$ cat src/rtl/wdog_pkg.sv
package wdog_pkg;

  typedef enum logic [1:0] {
    SZ_BYTE = 2'd0,
    SZ_HALF = 2'd1,
    SZ_WORD = 2'd2
  } accSize_e;

  typedef enum logic [1:0] {
    UNL_IDLE = 2'd0,
    UNL_HALF = 2'd1,
    UNL_OPEN = 2'd2
  } unlock_e;

  // Strobes from control to datapath
  typedef struct packed {
    logic clrAll;    // return preloads and counter to reset state
    logic ldStage1;  // load phase-one timeout and run
    logic ldStage2;  // load phase-two timeout and run
    logic stop;      // halt counting
    logic setPre1;   // capture phase-one preload
    logic setPre2;   // capture phase-two preload
  } wdogStb_t;

endpackage

$ cat src/rtl/wdog_dpath.sv
module wdog_dpath
  import wdog_pkg::*;
#(
  parameter int PRE_W   = 20,
  parameter int SLOW_SH = 15,
  parameter int FAST_SH = 5
) (
  input  logic             clk,
  input  logic             rstN,
  input  wdogStb_t         stb,
  input  logic             fastScale,
  input  logic [PRE_W-1:0] preData,
  output logic             expire,
  output logic             stageTwo
);

  localparam int CNT_W  = PRE_W + SLOW_SH;
  localparam int NSTAGE = 2;

  logic [PRE_W-1:0] preReg [NSTAGE];
  logic [NSTAGE-1:0] preWr;
  logic [CNT_W-1:0]  cnt;
  logic              running;

  assign preWr = {stb.setPre2, stb.setPre1};

  function automatic logic [CNT_W-1:0] scaleTmo(input logic [PRE_W-1:0] p,
                                                input logic fast);
    return fast ? (CNT_W'(p) << FAST_SH) : (CNT_W'(p) << SLOW_SH);
  endfunction

  always_ff @(posedge clk or negedge rstN) begin
    if (!rstN) begin
      for (int i = 0; i < NSTAGE; i++) preReg[i] <= '1;
    end else begin
      for (int i = 0; i < NSTAGE; i++) begin
        if (stb.clrAll)    preReg[i] <= '1;
        else if (preWr[i]) preReg[i] <= preData;
      end
    end
  end

  always_ff @(posedge clk or negedge rstN) begin
    if (!rstN) begin
      cnt      <= '0;
      running  <= 1'b0;
      stageTwo <= 1'b0;
    end else if (stb.clrAll) begin
      cnt      <= '0;
      running  <= 1'b0;
      stageTwo <= 1'b0;
    end else if (stb.stop) begin
      running  <= 1'b0;
    end else if (stb.ldStage1) begin
      cnt      <= scaleTmo(preReg[0], fastScale);
      running  <= 1'b1;
      stageTwo <= 1'b0;
    end else if (stb.ldStage2) begin
      cnt      <= scaleTmo(preReg[1], fastScale);
      running  <= 1'b1;
      stageTwo <= 1'b1;
    end else if (running && cnt > CNT_W'(1)) begin
      cnt      <= cnt - CNT_W'(1);
    end
  end

  assign expire = running && (cnt <= CNT_W'(1));


  cnt_dec_chk: assert property (@(posedge clk) disable iff (!rstN)
    (running && cnt > CNT_W'(1) && !stb.clrAll && !stb.stop && !stb.ldStage1 && !stb.ldStage2)
      |=> (cnt == $past(cnt) - CNT_W'(1)));


  stop_halt_chk: assert property (@(posedge clk) disable iff (!rstN)
    (stb.stop && !stb.clrAll) |=> !expire);

endmodule

$ cat src/rtl/wdog_ctrl.sv
module wdog_ctrl
  import wdog_pkg::*;
#(
  parameter int PRE_W = 20
) (
  input  logic             clk,
  input  logic             rstN,
  input  logic             devRst,
  input  logic             cfgWrEn,
  input  logic             cfgSel,
  input  logic [5:0]       cfgWrData,
  output logic [5:0]       cfgRdData,
  input  logic             memWrEn,
  input  logic [3:0]       memAddr,
  input  logic [1:0]       memSize,
  input  logic [31:0]      memWrData,
  output logic [31:0]      memRdData,
  input  logic             expire,
  input  logic             stageTwo,
  output wdogStb_t         stb,
  output logic             fastScale,
  output logic [PRE_W-1:0] preData,
  output logic             irqPulse,
  output logic             smiPulse,
  output logic             rebootPulse
);

  localparam logic [3:0]  OFS_PRE1  = 4'h0;
  localparam logic [3:0]  OFS_PRE2  = 4'h4;
  localparam logic [3:0]  OFS_CTL   = 4'hC;
  localparam logic [31:0] MAGIC_A   = 32'h80;
  localparam logic [31:0] MAGIC_B   = 32'h86;
  localparam logic [31:0] FLAG_VIEW = 32'h1200;

  logic [5:0] cfgReg;
  logic       lockBit, enBit, freeRun, prevFlag;
  unlock_e    unl;

  logic        rebootDis;
  logic [1:0]  intSel;
  logic [31:0] wrVal;
  logic        isMagA, isMagB, actWr, keepAlive, clrFlag, wrP1, wrP2;
  logic        lockWr, enRise, enFall, bootHit;

  assign rebootDis = cfgReg[5];
  assign fastScale = cfgReg[2];
  assign intSel    = cfgReg[1:0];
  assign preData   = memWrData[PRE_W-1:0];

  always_comb begin
    case (memSize)
      SZ_BYTE: wrVal = {24'd0, memWrData[7:0]};
      SZ_HALF: wrVal = {16'd0, memWrData[15:0]};
      default: wrVal = memWrData;
    endcase
  end

  assign isMagA    = memWrEn && memAddr == OFS_CTL && wrVal == MAGIC_A;
  assign isMagB    = memWrEn && memAddr == OFS_CTL && wrVal == MAGIC_B && unl == UNL_HALF;
  assign actWr     = memWrEn && !isMagA && !isMagB && unl == UNL_OPEN &&
                     (memSize == SZ_HALF || memSize == SZ_WORD);
  assign keepAlive = actWr && memSize == SZ_HALF && memAddr == OFS_CTL && wrVal[8];
  assign clrFlag   = actWr && memSize == SZ_HALF && memAddr == OFS_CTL &&
                     (wrVal[9] || wrVal[12]);
  assign wrP1      = actWr && memSize == SZ_WORD && memAddr == OFS_PRE1;
  assign wrP2      = actWr && memSize == SZ_WORD && memAddr == OFS_PRE2;

  assign lockWr  = cfgWrEn && cfgSel && !lockBit;
  assign enRise  = lockWr && cfgWrData[1] && !enBit;
  assign enFall  = lockWr && !cfgWrData[1];
  assign bootHit = expire && stageTwo && !rebootDis;

  always_comb begin
    stb         = '0;
    stb.setPre1 = wrP1;
    stb.setPre2 = wrP2;
    if (devRst || bootHit) begin
      stb.clrAll = 1'b1;
    end else if (expire) begin
      if (!stageTwo)              stb.ldStage2 = 1'b1;
      else if (freeRun && enBit)  stb.ldStage1 = 1'b1;
      else                        stb.stop     = 1'b1;
    end else if (enFall) begin
      stb.stop = 1'b1;
    end else if (enRise || (keepAlive && enBit)) begin
      stb.ldStage1 = 1'b1;
    end
  end

  always_ff @(posedge clk or negedge rstN) begin
    if (!rstN) begin
      cfgReg      <= '0;
      lockBit     <= 1'b0;
      enBit       <= 1'b0;
      freeRun     <= 1'b0;
      unl         <= UNL_IDLE;
      prevFlag    <= 1'b0;
      irqPulse    <= 1'b0;
      smiPulse    <= 1'b0;
      rebootPulse <= 1'b0;
    end else if (devRst || bootHit) begin
      cfgReg      <= '0;
      lockBit     <= 1'b0;
      enBit       <= 1'b0;
      freeRun     <= 1'b0;
      unl         <= UNL_IDLE;
      prevFlag    <= prevFlag || bootHit;
      irqPulse    <= 1'b0;
      smiPulse    <= 1'b0;
      rebootPulse <= bootHit && !devRst;
    end else begin
      if (cfgWrEn && !cfgSel) cfgReg <= cfgWrData;
      if (lockWr) begin
        lockBit <= cfgWrData[0];
        enBit   <= cfgWrData[1];
        freeRun <= cfgWrData[2];
      end
      if (isMagA)                               unl <= UNL_HALF;
      else if (isMagB)                          unl <= UNL_OPEN;
      else if (memWrEn && unl == UNL_OPEN && memSize != SZ_BYTE) unl <= UNL_IDLE;
      if (clrFlag) prevFlag <= 1'b0;
      irqPulse    <= expire && !stageTwo && intSel == 2'd0;
      smiPulse    <= expire && !stageTwo && intSel == 2'd2;
      rebootPulse <= 1'b0;
    end
  end

  assign cfgRdData = cfgSel ? {3'b000, freeRun, enBit, lockBit} : cfgReg;
  assign memRdData = (memSize == SZ_HALF && memAddr == OFS_CTL && prevFlag) ? FLAG_VIEW : '0;


  pulse_excl_chk: assert property (@(posedge clk) disable iff (!rstN)
    $onehot0({irqPulse, smiPulse, rebootPulse}));


  irq_single_chk: assert property (@(posedge clk) disable iff (!rstN)
    (irqPulse || smiPulse) |=> !(irqPulse || smiPulse));


  boot_flag_chk: assert property (@(posedge clk) disable iff (!rstN)
    rebootPulse |-> prevFlag);


  lock_hold_chk: assert property (@(posedge clk) disable iff (!rstN)
    (lockBit && cfgWrEn && cfgSel && !devRst && !bootHit)
      |=> (lockBit && enBit == $past(enBit) && freeRun == $past(freeRun)));


  flag_keep_chk: assert property (@(posedge clk) disable iff (!rstN)
    (devRst && !bootHit) |=> (prevFlag == $past(prevFlag)));

endmodule

$ cat src/rtl/dual_stage_wdog.sv
module dual_stage_wdog
  import wdog_pkg::*;
#(
  parameter int PRE_W   = 20,
  parameter int SLOW_SH = 15,
  parameter int FAST_SH = 5
) (
  input  logic        clk,
  input  logic        rstN,
  input  logic        devRst,
  input  logic        cfgWrEn,
  input  logic        cfgSel,
  input  logic [5:0]  cfgWrData,
  output logic [5:0]  cfgRdData,
  input  logic        memWrEn,
  input  logic [3:0]  memAddr,
  input  logic [1:0]  memSize,
  input  logic [31:0] memWrData,
  output logic [31:0] memRdData,
  output logic        irqPulse,
  output logic        smiPulse,
  output logic        rebootPulse
);

  wdogStb_t         stb;
  logic             fastScale, expire, stageTwo;
  logic [PRE_W-1:0] preData;

  wdog_ctrl #(.PRE_W(PRE_W)) uCtrl (
    .clk, .rstN, .devRst,
    .cfgWrEn, .cfgSel, .cfgWrData, .cfgRdData,
    .memWrEn, .memAddr, .memSize, .memWrData, .memRdData,
    .expire, .stageTwo, .stb, .fastScale, .preData,
    .irqPulse, .smiPulse, .rebootPulse
  );

  wdog_dpath #(.PRE_W(PRE_W), .SLOW_SH(SLOW_SH), .FAST_SH(FAST_SH)) uDpath (
    .clk, .rstN, .stb, .fastScale, .preData, .expire, .stageTwo
  );

endmodule

$ cat config.mk
export PLATFORM = sky130hd
export DESIGN_NAME = dual_stage_wdog
export DESIGN_NICKNAME = d
export VERILOG_FILES = /design/src/rtl/wdog_pkg.sv /design/src/rtl/wdog_dpath.sv /design/src/rtl/wdog_ctrl.sv /design/src/rtl/dual_stage_wdog.sv
export SDC_FILE = /design/constraint.sdc
export NUM_CORES = 1
export LEC_CHECK = 0
export BUFFER_PORTS_ARGS = -buffer_cell sky130_fd_sc_hd__buf_4
export CORE_MARGIN = 5
export CORE_UTILIZATION = 33
export CTS_BUF_LIST = sky130_fd_sc_hd__clkbuf_16
export DETAILED_ROUTE_END_ITERATION = 6
export MAX_ROUTING_LAYER = met4
export PLACE_DENSITY_LB_ADDON = 0.1
export SYNTH_ARGS = -nofsm -noshare
export SYNTH_HDL_FRONTEND = slang
export SYNTH_SLANG_ARGS = --single-unit
$ cat constraint.sdc
create_clock -name clk -period 3.3 [get_ports clk]
set_input_delay 0.495 -clock clk [delete_from_list [all_inputs] [get_ports clk]]
set_output_delay 0.495 -clock clk [all_outputs]
set_load 0.005 [all_outputs]
==> impl_results.md, run 1 <==
- Cells after Synth: 648
- Residual DRC: 0
- Layout area overhead: 14.5%
- DR WL/cell: 18.6 um
- VDD IR max: 0.236 mV
- Vias per inst: 5.28
- Leakage: 2.93 nW
- Commonest non-fill, non-tap cell in the layout: nand2_1
- Post-synthesis async set-or-reset flop share: 1.00
- Antenna viol nets, final: 0
- Largest net degree at the start of global routing: 75
- Worst Hold Slack: 301 ps
- Via count: 4865
- Clk Latency, worst-skew pair: 350 ps
- Pre-Repair DR Iteration Count: 4
- Critical Setup Path Class: flip-flop to flip-flop
- ANT cells: 0
- Synth Flop Type: dfrtp_1
- CP most frequent cell: or4_4
- Register bit total from synthesis: 92
- CTS H-tree depth: 3
- Post-route minimum period: 3100 ps
- Post-Syn Area: 0.00580 mm^2
- Yosys warning count: 0
- Gr usage total: 0.180
- Buffers on Ports: 60
- Worst path required time: 3530 ps
- DIE AREA: 0.0203 mm^2
- Final wirelength: 17.2 mm
- RSZ-0062 raised after global routing: no
- First-pass GRT wire length: 27.8 mm
- Pins over their slew limit: 0
- Layout cells sized above 1: 0.230
- GP Congestion: 0.847
- Crit path cell chain: or4_4 -> or4_4 -> nor2_8 -> a31oi_4 -> a311o_1 -> nand2b_1 -> buf_12 -> o22a_1
- Crit share post-route: 0.938
- Least-Margin Pin Slew: 1130 ps
- Sequential area share after synthesis: 0.405
- Die width: 143 um
- Total core area: 0.0173 mm^2
- Site row count: 48
- Highest Clock Rate: 323 MHz
- Initial antenna violation count: 0
- Post-CTS setup buffers: 0
- Startpoint types: flip-flop
- Top Ports: 91
- Nets: 746
- CTS root buffer: clkbuf_16
- Most frequent cells in the layout: nand2_1, buf_4, dfrtp_1, nand3_1, nor2_1
- Leading area contributor after synthesis: dfrtp_1
- Worst Path Arrival: 3330 ps
- Num CTS Buffers: 9
- Yosys cell types: 56
- Relative max-transition margin: 0.248
- Final setup vio count: 0
- EDFF count, synth: 0
- Crit Path Max Fanout: 27
- CP Capture Type: flip-flop
- Starting DRT DRC Count: 298
- Die H: 143 um
- Clk sinks: 92
- Fin. Hold Viols: 0
- Post-synth top area share: 0.224
- Status: finished clean
- Starting Density: 0.335
- Vias in the first global route: 5022
- CTS resizes: 0
- Post-CTS Hold Buffers: 0
- Worst-case clock buffer depth: 2
- Critical Path Max Stage Delay: 580 ps
- Mean area per synthesized cell: 8.95 um^2
- Synth area leaders: dfrtp_1, dfstp_2, nand2_1, mux2i_1, nand3_1
- GR Overflow Total: 0
- PD cells: 433 mW/mm^2
- Max-cap violations: 0
- Worst path slowest cell: or4_4
- Clock Pin Slew Worst Setup and Hold Paths: 70 ps
- Final clock skew: 9.08 ps
- HPWL after DPL: 12.7 mm
- TritonCTS clock tree: done
- Setup TNS: 0 ps
- Worst Hold Class: input pin to asynchronous set/reset pin
==> final timing paths <==
check,startpoint,endpoint,slack [ps],cells past startpoint
max,uDpath.cnt[13],uDpath.cnt[8],200,8
min,rstN,uCtrl.cfgReg[0],300,1
max reg2reg,uDpath.cnt[13],uDpath.cnt[8],200,8
min reg2reg,uDpath.preReg[29],uDpath.preReg[29],490,2
max in group asynchronous,rstN,uDpath.preReg[9],2120,2
min in group clk,memWrData[1],uCtrl.unl[0],360,2
==> power by group <==
group / internal [W] / switching [W]
sequential: 0.00120 / 0.000112
clock: 0.000510 / 0.000458
combinational: 0.000276 / 0.000322
total: 0.00199 / 0.000891
==> cell usage after synthesis, types with 6 or more instances <==
| library cell | number |
|---|---|
| nand2_1 | 115 |
| dfrtp_1 | 52 |
| nand3_1 | 49 |
| nor2_1 | 44 |
| dfstp_2 | 40 |
| nor3_1 | 36 |
| clkbuf_1 | 32 |
| buf_4 | 31 |
| mux2i_1 | 27 |
| xnor2_1 | 22 |
| o22a_1 | 20 |
| a21oi_1 | 17 |
| nor4_1 | 14 |
| nand2b_1 | 13 |
| a211oi_1 | 10 |
| a221o_1 | 10 |
| a221oi_2 | 10 |
| xor2_1 | 10 |
| inv_1 | 9 |
| a2bb2oi_1 | 7 |
| buf_2 | 6 |
==> state kept, by name, indices dropped and copies added (netlist names), 2 cells and up <==
name and flops:
uDpath.cnt 35, uCtrl.unl 2, uCtrl.cfgReg 6, uDpath.preReg 40
==> layer usage <==
metal	global-route usage	up-vias	wire (um)
met5	-	-	0
met4	0.0520	0	212
met3	0.0245	16	664
met2	0.270	121	7840
met1	0.255	2401	8450
li1	-	2327	-
==> per-stage QoR <==
step / power [W] / cell area, um^2 / worst slack (ps) / util / instances
4_1_cts: 0.00291 / 6640 / 207 / 0.384 / 921
5_1_grt: 0.00303 / 6640 / 95.2 / 0.384 / 921
3_3_place_gp: 0.00192 / 6370 / 280 / 0.368 / 905
6_report: 0.00288 / 6640 / 204 / 0.384 / 921
2_1_floorplan: 0.00174 / 5910 / 424 / - / 677
3_5_place_dp: 0.00193 / 6370 / 222 / 0.368 / 905
==> critical path, delay by kind of cell, from the launching register on <==
| kind | cells | cell delay, ps |
|---|---|---|
| AO/OA/AOI/OAI | 3 | 710 |
| AND/OR/NAND/NOR | 4 | 1650 |
| flip-flops | 1 | 410 |
| buffers and inverters | 1 | 210 |
==> cell type report <==
class	instances	area, um^2
clock buffer	9	225
fill	1797	10700
timing repair buffer	78	598
inverter	9	33.8
sequential	92	2350
multi-input combinational	501	3110
clock inverter	7	42.5
tap	225	282
==> kinds of logic (layout without fill, tap and decap cells) <==
logic type,count (synthesis),count (layout),synth area share
DFF,92,92,0.405
and+or+nand+nor,309,309,0.259
muxes,30,30,0.0524
adders and majority gates,5,5,0.0108
AOI/OAI and AO/OA,95,95,0.144
other,1,30,0.000646
xor gates and xnor gates,32,32,0.0483
buffers and inverters,84,103,0.0796
Power figures use the tool's default switching activity.
==> run 2, diff against run 1 <==
==> constraint.sdc (replaced) <==
create_clock -name clk -period 2.6 [get_ports clk]
set_input_delay 0.39 -clock clk [delete_from_list [all_inputs] [get_ports clk]]
set_output_delay 0.39 -clock clk [all_outputs]
set_load 0.005 [all_outputs]
==> impl_results.md, run 2 (same netlist as run 1, synthesis figures left out) <==
- Clk sinks: 92 (unchanged)
- RSZ-0062 raised after global routing: yes
- Fin. Hold Viols: 0 (unchanged)
- ANT cells: 0 (unchanged)
- VDD IR max: 0.320 mV (+35%)
- Residual DRC: 0 (unchanged)
- Post-Layout Cell Count: 963 (+4.6%)
- GR Overflow Total: 0 (unchanged)
- Antenna viol nets, final: 0 (unchanged)
- Leakage: 3.23 nW (+10%)
- Final setup vio count: 87 (+87)
- Nets: 788 (+5.6%)
- Fin area: 0.00725 mm^2 (+9.2%)
- Via count: 5139 (+5.6%)
- Total core area: 0.0173 mm^2 (unchanged)
- Top Ports: 91 (unchanged)
- Crit Path Max Fanout: 36 (+33%)
- Relative max-transition margin: 0.309 (+0.0607)
- Layout area overhead: 25.0%
- First-pass GRT wire length: 28.6 mm (+2.9%)
- Most frequent cells in the layout: nand2_1, buf_4, dfrtp_1, nand3_1, nor2_1
- Die width: 143 um (unchanged)
- Worst path required time: 2840 ps (-690 ps)
- Clk Latency, worst-skew pair: 350 ps (about the same)
- Status: finished, violations left
- Clock Pin Slew Worst Setup and Hold Paths: 70 ps (about the same)
- CTS root buffer: clkbuf_16
- Vias in the first global route: 4928 (-1.9%)
- CP Capture Type: flip-flop
- Worst Path Arrival: 3060 ps (-270 ps)
- DR WL/cell: 19.5 um (+4.9%)
- Worst Hold Class: input pin to asynchronous set/reset pin
- Pins over their slew limit: 0 (unchanged)
- Max-cap violations: 0 (unchanged)
- TritonCTS clock tree: done
- Post-route minimum period: 2820 ps (-278 ps)
- Pre-CTS setup slack: -205 ps (-427 ps)
- PD cells: 547 mW/mm^2 (+26%)
- Fin worst setup slack: -218 ps (-422 ps)
- Top reg by flops: uDpath.preReg
- Starting Density: 0.335 (unchanged)
- Die H: 143 um (unchanged)
- Final wirelength: 18.8 mm (+9.6%)
- Reg2reg setup slack: -220 ps (-420 ps)
- Pre-Repair DR Iteration Count: 5 (+1)
- Total placed cells including tap cells: 940 (+3.9%)
- Fillers: 1787 (-0.56%)
- Largest net degree at the start of global routing: 53 (-29%)
- Worst-case clock buffer depth: 2 (unchanged)
- Critical Setup Path Class: flip-flop to flip-flop
- Least-Margin Pin Slew: 1040 ps (-91.1 ps)
- GP Congestion: 0.840 (-0.90%)
- Gr usage total: 0.187 (+0.00631)
- Starting DRT DRC Count: 356 (+19%)
- DIE AREA: 0.0203 mm^2 (unchanged)
- Crit share post-route: 1.08 (+0.146)
- Num CTS Buffers: 9 (unchanged)
- Startpoint types: flip-flop
- Placed instance area: 0.00676 mm^2 (+6.0%)
- Buffers on Ports: 60 (unchanged)
- Layout cells sized above 1: 0.293 (+0.0628)
- Largest registers: uDpath.preReg x40, uDpath.cnt x35, uCtrl.cfgReg x6
- Final clock skew: 8.79 ps (-0.282 ps)
- Highest Clock Rate: 355 MHz (+9.8%)
- Max reg flops: 40 (unchanged)
- Commonest non-fill, non-tap cell in the layout: nand2_1
- Post-CTS Hold Buffers: 0 (unchanged)
- HPWL after DPL: 13.6 mm (+7.1%)
- CTS H-tree depth: 3 (unchanged)
- Initial antenna violation count: 0 (unchanged)
- Setup TNS: -7020 ps (-7020 ps)
- Vias per inst: 5.34 (+1.0%)
- Worst Hold Slack: 78.3 ps (-222 ps)
- Site row count: 48 (unchanged)
- Failing checks: setup timing
[run 2: cell count changes in the layout (fill, tap and decap cells not counted), sizes merged]
| cell | change |
|---|---|
| buf | +40 |
| bufinv | +1 |
| clkbuf | +2 |
| clkinv | -1 |
[run 2: worst max-delay path, stage by stage, from the launching register on]
cell	delay [ps]
dfrtp_1	380
or4_4	540
or4_4	550
nor2_8	150
buf_6	130
and3_4	180
a311o_1	240
buf_12	250
a211oi_1	80
o22a_1	190
[run 2: area by class of cell]
class	instances	area, um^2	area share
Clock buffer	9	225	0.0310
Clock inverter	7	73.8	0.0102
Inverter	9	33.8	0.00466
Multi-Input combinational cell	501	3210	0.442
Sequential cell	92	2350	0.324
Tap cell	225	282	0.0388
Timing Repair Buffer	120	1080	0.149
[run 2: power by group]
part	leakage [nW]	switching [W]	internal, W
combinational	1.98	0.000498	0.000478
sequential	1.09	0.000118	0.00152
clock	0.152	0.000602	0.000753
total	3.23	0.00122	0.00275
[run 2: stage by stage]
stage	util	total power [W]
finish	0.419	0.00397
floorplan	-	0.00222
detailed placement	0.391	0.00257
global placement	0.391	0.00256
CTS	0.412	0.00395
global route	0.419	0.00417
[run 2: worst paths after layout]
kind | cells past startpoint | start | endpoint
min in group clk | 2 | memWrData[1] | uCtrl.unl[0]
min reg2reg | 1 | uCtrl.cfgReg[1] | uCtrl.irqPulse
max | 9 | uDpath.cnt[14] | uDpath.cnt[13]
max reg2reg | 9 | uDpath.cnt[14] | uDpath.cnt[13]
min | 1 | rstN | uDpath.cnt[7]
max in group asynchronous | 2 | rstN | uDpath.preReg[33]
[run 2: repair_timing]
item                                    4_1_cts  5_1_grt
endpoints found under the setup margin       47       84
buffers inserted                              1        2
gates resized for setup                      11       11
gates cloned                                  1        3
pin swaps                                     1        6
[run 2: metal layers]
| layer | track usage | vias up | wire, um |
|---|---|---|---|
| li1 | - | 2416 | - |
| met1 | 0.270 | 2568 | 8890 |
| met2 | 0.279 | 143 | 8910 |
| met3 | 0.0232 | 12 | 808 |
| met4 | 0.0440 | 0 | 209 |
| met5 | - | - | 0 |
